## config.mk

```make
export PLATFORM = sky130hd
export DESIGN_NAME = pwm_updown_timebase
export DESIGN_NICKNAME = d
export VERILOG_FILES = /design/src/rtl/pwm_tb_pkg.sv /design/src/rtl/pwm_period_shadow.sv /design/src/rtl/pwm_count_core.sv /design/src/rtl/pwm_updown_timebase.sv
export SDC_FILE = /design/constraint.sdc
export NUM_CORES = 1
export LEC_CHECK = 0
export BUFFER_PORTS_ARGS = -buffer_cell sky130_fd_sc_hd__buf_2
export CAP_MARGIN = 20
export CORE_MARGIN = 5
export CORE_UTILIZATION = 50
export CTS_CLUSTER_DIAMETER = 150
export CTS_CLUSTER_SIZE = 28
export DETAILED_ROUTE_END_ITERATION = 10
export PLACE_DENSITY_LB_ADDON = 0.12
export SETUP_SLACK_MARGIN = 0.05
export SYNTH_ARGS = -nofsm -noshare
export SYNTH_HDL_FRONTEND = slang
export SYNTH_SLANG_ARGS = --single-unit
```

## constraint.sdc

```tcl
create_clock -name clk -period 3.3 [get_ports clk]
set_input_delay 0.495 -clock clk [delete_from_list [all_inputs] [get_ports clk]]
set_output_delay 0.495 -clock clk [all_outputs]
set_load 0.02 [all_outputs]
```

## src/rtl/pwm_tb_pkg.sv

```systemverilog
package pwm_tb_pkg;
  typedef enum logic [1:0] {
    TB_IDLE  = 2'd0,
    TB_RUN   = 2'd1,
    TB_FAULT = 2'd2
  } tb_state_e;
endpackage

```

## src/rtl/pwm_period_shadow.sv

```systemverilog
module pwm_period_shadow #(
  parameter int PW = 16
) (
  input  logic          clk,
  input  logic          rst,
  input  logic          wr,
  input  logic [PW-1:0] wdata,
  output logic [PW-1:0] rdata
);
  always_ff @(posedge clk) begin
    if (rst) rdata <= '0;
    else if (wr) rdata <= wdata;
  end

  p_rdback_r1: assert property (@(posedge clk) disable iff (rst)
    $past(wr) |-> rdata == $past(wdata));
endmodule

```

## src/rtl/pwm_count_core.sv

```systemverilog
module pwm_count_core
  import pwm_tb_pkg::*;
#(
  parameter int PW = 16
) (
  input  logic                 clk,
  input  logic                 rst,
  input  logic                 en,
  input  logic [PW-1:0]        shadow,
  output logic signed [PW:0]   cnt,
  output logic                 phase,
  output logic                 pstart,
  output logic                 pmid,
  output logic                 err
);
  localparam int CW = PW + 1;

  tb_state_e            state;
  logic [PW-1:0]        act;
  logic [PW-1:0]        rem;
  logic signed [CW-1:0] sh_half;
  logic signed [CW-1:0] act_half;
  logic                 sh_bad;
  logic                 at_end;

  assign sh_half  = $signed({2'b00, shadow[PW-1:1]});
  assign act_half = $signed({2'b00, act[PW-1:1]});
  assign sh_bad   = (shadow < PW'(2));
  assign at_end   = (rem == '0);
  assign err      = (state == TB_FAULT);

  always_ff @(posedge clk) begin
    if (rst) begin
      state  <= TB_IDLE;
      act    <= '0;
      rem    <= '0;
      cnt    <= '0;
      phase  <= 1'b0;
      pstart <= 1'b0;
      pmid   <= 1'b0;
    end else if (!en) begin
      state  <= TB_IDLE;
      cnt    <= sh_half;
      phase  <= 1'b0;
      pstart <= 1'b0;
      pmid   <= 1'b0;
    end else begin
      pstart <= 1'b0;
      pmid   <= 1'b0;
      if (state == TB_FAULT) begin
        cnt   <= '0;
        phase <= 1'b0;
      end else if (state == TB_IDLE || (at_end && phase)) begin
        if (sh_bad) begin
          state <= TB_FAULT;
          cnt   <= '0;
          phase <= 1'b0;
        end else begin
          state  <= TB_RUN;
          act    <= shadow;
          cnt    <= sh_half;
          phase  <= 1'b0;
          pstart <= 1'b1;
          rem    <= shadow - PW'(1);
        end
      end else if (at_end) begin
        phase <= 1'b1;
        cnt   <= -act_half;
        pmid  <= 1'b1;
        rem   <= act - PW'(1);
      end else begin
        cnt <= phase ? cnt + CW'(1) : cnt - CW'(1);
        rem <= rem - PW'(1);
      end
    end
  end

  p_strobe_excl_r6: assert property (@(posedge clk) disable iff (rst)
    !(pstart && pmid));
  p_mid_rise_r6: assert property (@(posedge clk) disable iff (rst)
    $rose(phase) |-> pmid);
  p_err_zero_r8: assert property (@(posedge clk) disable iff (rst)
    err |-> (cnt == '0 && !phase && !pstart && !pmid));
  p_range_r2: assert property (@(posedge clk) disable iff (rst)
    (state == TB_RUN) |-> (cnt <= act_half && cnt >= -act_half));
  p_step_down_r2: assert property (@(posedge clk) disable iff (rst)
    (en && $past(en) && state == TB_RUN && $past(state) == TB_RUN
     && !pstart && !pmid && !phase) |-> cnt == $past(cnt) - CW'(1));
  p_step_up_r3: assert property (@(posedge clk) disable iff (rst)
    (en && $past(en) && state == TB_RUN && $past(state) == TB_RUN
     && !pstart && !pmid && phase) |-> cnt == $past(cnt) + CW'(1));
  p_disable_r9: assert property (@(posedge clk) disable iff (rst)
    $past(!en) |-> (!err && !phase && !pstart && !pmid));
endmodule

```

## src/rtl/pwm_updown_timebase.sv

```systemverilog
module pwm_updown_timebase #(
  parameter int PW = 16
) (
  input  logic               clk,
  input  logic               rst,
  input  logic               en,
  input  logic               per_wr,
  input  logic [PW-1:0]      per_wdata,
  output logic [PW-1:0]      per_rdata,
  output logic signed [PW:0] cnt,
  output logic               phase,
  output logic               pstart,
  output logic               pmid,
  output logic               err
);
  pwm_period_shadow #(.PW(PW)) shadow_i (
    .clk   (clk),
    .rst   (rst),
    .wr    (per_wr),
    .wdata (per_wdata),
    .rdata (per_rdata)
  );

  pwm_count_core #(.PW(PW)) core_i (
    .clk    (clk),
    .rst    (rst),
    .en     (en),
    .shadow (per_rdata),
    .cnt    (cnt),
    .phase  (phase),
    .pstart (pstart),
    .pmid   (pmid),
    .err    (err)
  );

  p_start_phase_r2: assert property (@(posedge clk) disable iff (rst)
    pstart |-> !phase);
endmodule

```

# Yosys cells after proc, flatten, opt, wreduce, memory -nomap -nowiden
# Cells that the tools add are included.
[classes] n_reduce_logical=11 n_addsub=6 n_eq_ne=2 bitwise=4 mux=12 order_cmp=1
[op_table] operator="17-bit 2-to-1 mux" count=3
[op_table] operator="16-bit 2-to-1 mux" count=3
[op_table] operator="16-bit by 1-bit subtractor with 16-bit output (second input constant)" count=3
[op_table] operator="15-bit 2-to-1 mux" count=3
[op_table] operator="17-bit by 2-bit adder with 17-bit output (second input constant)" count=1
[op_table] operator="15-bit negation with 17-bit output" count=1
[op_table] operator="17-bit by 2-bit subtractor with 17-bit output (second input constant)" count=1
[op_table] operator="16-bit logical NOT" count=1
[op_table] operator="16-bit by 2-bit < comparator with 1-bit output (second input constant)" count=1
[op_table] operator="4-bit OR reduction" count=2
[op_table] operator="1-bit NOT" count=4
[op_table] operator="4-bit AND reduction" count=1
[op_table] operator="3-bit AND reduction" count=1
[op_table] operator="3-bit OR reduction" count=1
[op_table] operator="2-bit == test (second input constant)" count=1
[op_table] operator="2-bit logical NOT" count=1
[op_table] operator="1-bit 2-to-1 mux" count=2
[op_table] operator="2-bit 2-to-1 mux" count=1
[op_table] operator="2-bit != test (second input constant)" count=1
[op_table] operator="2-bit AND reduction" count=1
[op_table] operator="2-bit OR reduction" count=1
[op_table] operator="1-bit logical AND" count=1
[op_table] operator="1-bit logical OR" count=1
[totals] register_bits=70 elab_cells=45 out_inout_bits=37 input_bits=20

# Depth between registers and ports, before layout
[depth] depth_word=6 ltp_mapped=13 mapped_depth_nobuf=11

# Hierarchy
# A second synthesis with hierarchy kept.
[hier_totals] hier_cells=560 area_unflattened_um2=4481.8
[by_module_without_submodules] mod="pwm_count_core" area_each_um2=3901.2 seq_area_each_um2=1081.0 cells_per_inst=508 n_inst=1
[by_module_without_submodules] mod="pwm_period_shadow" area_each_um2=580.6 seq_area_each_um2=320.3 cells_per_inst=52 n_inst=1

# Worst setup path before layout
# Ideal clock, no wire load.
[synth_path] kind="register to register" startpoint="register core_i.phase" endpoint="register core_i.cnt[12]" setup_time_ns=0.106 synth_period_minus_slack_ns=2.878 arrival_ns=2.772 setup_slack_ns=0.422 path_stages_with_launch=12 required_time_ns=3.194 path_buffers=1 path_cell_list="dfxtp_1 -> clkbuf_1 -> inv_1 -> fa_1 -> a21oi_1 -> o21a_1 -> o21ai_0 -> a31o_2 -> a21oi_1 -> a21oi_1 -> xnor2_1 -> o311ai_0"
[synth_between] elab_chain_len=5 word_cells_on_any_way=7 cone_classes="mux: 5; reduce/logical: 2"
[synth_rtl] item="start, declared" line="pwm_count_core.sv:11" source="output logic phase,"
[synth_rtl] item="start signal, assigned" line="pwm_count_core.sv:38" source="phase <= 1'b0;"
[synth_rtl] item="start signal, assigned" line="pwm_count_core.sv:44" source="phase <= 1'b0;"
[synth_rtl] item="start signal, assigned" line="pwm_count_core.sv:52" source="phase <= 1'b0;"
[synth_rtl] item="17-bit 2-to-1 mux / 1-bit logical AND (equally long branches)" line="pwm_count_core.sv:72, pwm_count_core.sv:53"
[synth_rtl] item="17-bit 2-to-1 mux / 1-bit logical OR (equally long branches)" line="pwm_count_core.sv:66, pwm_count_core.sv:53"
[synth_rtl] item="17-bit 2-to-1 mux *" line="pwm_count_core.sv:53" source="end else if (state == TB_IDLE || (at_end && phase)) begin"
[synth_rtl] item="15-bit 2-to-1 mux *" line="pwm_count_core.sv:50" source="if (state == TB_FAULT) begin"
[synth_rtl] item="15-bit 2-to-1 mux *" line="pwm_count_core.sv:41" source="end else if (!en) begin"
[synth_rtl] item="end signal, assigned" line="pwm_count_core.sv:43" source="cnt <= sh_half;"
[synth_rtl] item="end signal, assigned" line="pwm_count_core.sv:68" source="cnt <= -act_half;"
[synth_rtl] item="end signal, assigned" line="pwm_count_core.sv:72" source="cnt <= phase ? cnt + CW'(1) : cnt - CW'(1);"
[synth_rtl] item="end, declared" line="pwm_count_core.sv:10" source="output logic signed [PW:0] cnt,"
# Every way passes the cells marked *; elsewhere a longest branch is shown, timed or not.
# A chain may end at the register's enable or synchronous reset.

# Worst setup path in the final report
[layout_path] startpoint="register core_i.rem[3]" endpoint="register core_i.rem[12]"
[layout_between] elab_chain_len=5 word_cells_on_any_way=8 cone_classes="add/sub: 1; eq/ne: 1; mux: 2; reduce/logical: 4"
[layout_rtl] item="start, declared" line="pwm_count_core.sv:20" source="logic [PW-1:0] rem;"
[layout_rtl] item="start signal, assigned" line="pwm_count_core.sv:64" source="rem <= shadow - PW'(1);"
[layout_rtl] item="start signal, assigned" line="pwm_count_core.sv:70" source="rem <= act - PW'(1);"
[layout_rtl] item="start signal, assigned" line="pwm_count_core.sv:73" source="rem <= rem - PW'(1);"
[layout_rtl] item="branches (longest 5 deep; another with 16-bit by 1-bit subtractor with 16-bit output)"
# Several ways; the timed one is not identified.

==> results.sh <==
export IMPL_drt_first_pass_iters=4
export IMPL_start_util_pct=51.1
export IMPL_clk_latency_ps=370
export IMPL_synth_most_common_cell="nor2_1"
export IMPL_post_route_min_period_ps=3010
export IMPL_clock_power_share_pct=30.6
export IMPL_cts_tree="yes"
export IMPL_outcome="finished clean"
export IMPL_switching_power_mw=0.995
export IMPL_hpwl_mm=9.35
export IMPL_pwr_share_seq_pct=36.6
export IMPL_h_tree_depth=3
export IMPL_fin_crit_sh_pct=91.3
export IMPL_internal_power_mw=1.72
export IMPL_via_per_inst=5.95
export IMPL_pwr_share_comb_pct=32.8
export IMPL_critPathSlowestCell="and4_1"
export IMPL_setup_violations=0
export IMPL_cp_depth=11
export IMPL_switching_share_pct=36.7
export IMPL_startpoint_type="register"
export IMPL_hp_start="per_wdata[8]"
export IMPL_crit_chain="nor4_4 > and4_1 > a31oi_4 > nor2_1 > a21oi_1 > inv_1 > ha_1 > o2111ai_4 > nor4b_2 > xor2_1 > a211oi_1"
export IMPL_ir_drop_mv=0.366
export IMPL_globalRoute_totalOverflow=0
export IMPL_fin_worst_skew_ps=9.20
export IMPL_p_leak_nw=2.12
export IMPL_final_nets=623
export IMPL_dr_max_layer_used="met4"
export IMPL_power_total_mw=2.71
export IMPL_synth_seq_cells=70
export IMPL_fin_util_pct=58.6
export IMPL_grt_max_degree=32
export IMPL_drt_initial_drc_count=243
export IMPL_cp_top_family="simple AND/OR/NAND/NOR gates"
export IMPL_num_fill_cells=833
export IMPL_whs_endpoint="shadow_i.rdata[8]"
export IMPL_yosysTopAreaCell="dfxtp_1"
export IMPL_syn_to_final_growth_pct=14.6
export IMPL_reg2reg_slack_ps=290
export IMPL_routed_wl_met3_um=785
export IMPL_r2r_start="core_i.rem[3]"
export IMPL_synth_distinct_cells=69
export IMPL_avgSynthCellArea_um2=8.43
export IMPL_core_um2=8720
export IMPL_crit_path_max_incr_delay_ps=470
export IMPL_gr_usage_all_layers_pct=24.1
export IMPL_max_slew_margin_rel_pct=44.9
export IMPL_maxSlewViolCount=0
export IMPL_io_buffers=56
export IMPL_path_clk_slew_ps=90
export IMPL_cts_buffers=9
export IMPL_place_inst=682
export IMPL_synthArstFlopShare_pct=0
export IMPL_die_y_um=104
export IMPL_yosys_warnings=0
export IMPL_vias=4152
export IMPL_reg2reg_depth=11
export IMPL_layoutNonFillerInstCount=698
export IMPL_die_area_um2=10900
export IMPL_synth_common_cells="nor2_1, dfxtp_1, nand2_1"
export IMPL_syn_area_um2=4460
export IMPL_regArea_um2=1400
export IMPL_routedWlPerCell_um=18.5
export IMPL_required_ps=3580
export IMPL_drv_cap=0
export IMPL_critical_path_endpoint_type="register"
export IMPL_worstHoldPathType="in -> reg"
export IMPL_wl_met2_mm=5.98
export IMPL_drt_met1_wl_mm=5.92
export IMPL_ys_flop_type="dfxtp_1"
export IMPL_tightest_slew_ps=823
export IMPL_synth_top_area_share_pct=31.4
export IMPL_io_pins=57
export IMPL_syn_num_nets=567
export IMPL_cts_repair_resized=0
export IMPL_path_max_fanout=8
export IMPL_cts_sinks=70
export IMPL_placementRows=34
export IMPL_drc=0
export IMPL_place_congestion=0.919
export IMPL_antenna_left=0
export IMPL_hold_viol=0
export IMPL_grt_pass1_vias=4149
export IMPL_grt_pass1_wl_mm=21.5
export IMPL_drive_gt1_share_pct=20.0
export IMPL_synthCells=529
export IMPL_drt_wl_total_mm=12.9
export IMPL_synth_edf_count=0
export IMPL_yosys_top_cells_area="dfxtp_1, mux2i_1, nor2_1, ha_1, a21oi_1"
export IMPL_power_density_nw_per_um2=531
export IMPL_worstPathArrival_ps=3290
export IMPL_cts_buffer_depth=2
export IMPL_antenna_found_initial=0
export IMPL_fin_tns_setup_ps=0
export IMPL_yosysSeqAreaShare_pct=31.4
export IMPL_postCtsHoldBufs=0
export IMPL_timing_worst_setup_path_type="reg -> reg"
export IMPL_postCtsSetupBuffers=0
export IMPL_grt_setup_unrepaired="no"
export IMPL_r2r_end="core_i.rem[12]"
export IMPL_die_w_um=104
export IMPL_crit_buf_inv=1
export IMPL_hold_depth=3
export IMPL_antennaDiodeCount=0
export IMPL_clock_fmax_ghz=0.332
export IMPL_fin_hold_ws_ps=359
export IMPL_multi_input_comb_area_um2=2910
export IMPL_cts_root_buf="clkbuf_8"
==> cell type report <==
| class | instances | area share, % |
|---|---|---|
| well taps | 108 | 2.65 |
| inverters | 9 | 0.661 |
| clock inverters | 7 | 2.06 |
| flip-flops and latches | 70 | 27.4 |
| repair buffers | 72 | 7.84 |
| multi-input cells | 423 | 56.9 |
| clock buffers | 9 | 2.43 |
==> per-stage QoR <==
stage | cell area [µm²] | setup slack, ps
after detailed placement | 4880 | 359
after global routing | 5110 | 95.8
after global placement | 4880 | 424
after floorplan | 4460 | 422
final | 5110 | 286
after CTS | 5110 | 311
==> kinds of logic (layout without fill, tap and decap cells) <==
kind of cell             count (synthesis)  after routing  synth area share, %
AND/OR/NAND/NOR                        210            210                 24.6
flip-flops                              70             70                 31.4
XOR/XNOR                                34             34                 6.68
buffers and inverters                   36             97                 3.34
adder cells (fa/ha/maj)                 18             18                 5.22
multiplexers                            35             35                 7.86
AO/OA/AOI/OAI                          126            126                 20.9
==> how the worst max path moves through the flow <==
stage | from | slack [ps] | endpoint
floorplan | core_i.phase | 420 | core_i.cnt[12]
global placement | core_i.rem[3] | 420 | core_i.rem[12]
detailed placement | core_i.rem[4] | 360 | core_i.rem[12]
CTS | core_i.rem[3] | 310 | core_i.rem[12]
global route | core_i.rem[3] | 100 | core_i.rem[12]
finish | core_i.rem[3] | 290 | core_i.rem[12]
==> sequential cells by signal, summed over array words and instances, names as in the netlist <==
| signal | flops |
|---|---|
| core_i.pstart | 1 |
| core_i.act | 16 |
| core_i.rem | 16 |
| core_i.cnt | 17 |
| core_i.phase | 1 |
| shadow_i.rdata | 16 |
| core_i.state | 2 |
| core_i.pmid | 1 |
==> worst reg2reg max path, stage by stage, from the launching register on <==
cell and delay, ps:
dfxtp_1 360, nor4_4 450, and4_1 470, a31oi_4 210, nor2_1 150, a21oi_1 70
inv_1 80, ha_1 210, o2111ai_4 220, nor4b_2 340, xor2_1 100, a211oi_1 270
==> routing by layer <==
layer,GRT usage (%),up-vias
met5,0,-
met4,9.25,0
met3,3.41,22
met2,39.0,124
met1,32.3,1966
li1,-,2040
==> power groups by stage <==
stage	Clock [mW]	Sequential, mW	Combinational (mW)
3_5_place_dp	0	1.01	0.880
3_3_place_gp	0	1.01	0.868
2_1_floorplan	0	1.02	0.656
5_1_grt	0.873	1.00	0.980
4_1_cts	0.835	0.992	0.886
6_report	0.829	0.993	0.891
==> cells in the final DEF, fill, tap and decap left out, types with 14 or more instances in the layout <==
cell,synthesis,layout
nor2_1,90,90
dfxtp_1,70,70
buf_2,5,56
nand2_1,38,38
mux2i_1,35,35
a21oi_1,34,34
nor3_1,20,20
xnor2_1,19,19
ha_1,17,17
o21ai_0,16,16
buf_4,2,16
xor2_1,15,15
nand3_1,14,14
Power figures use the tool's default switching activity.
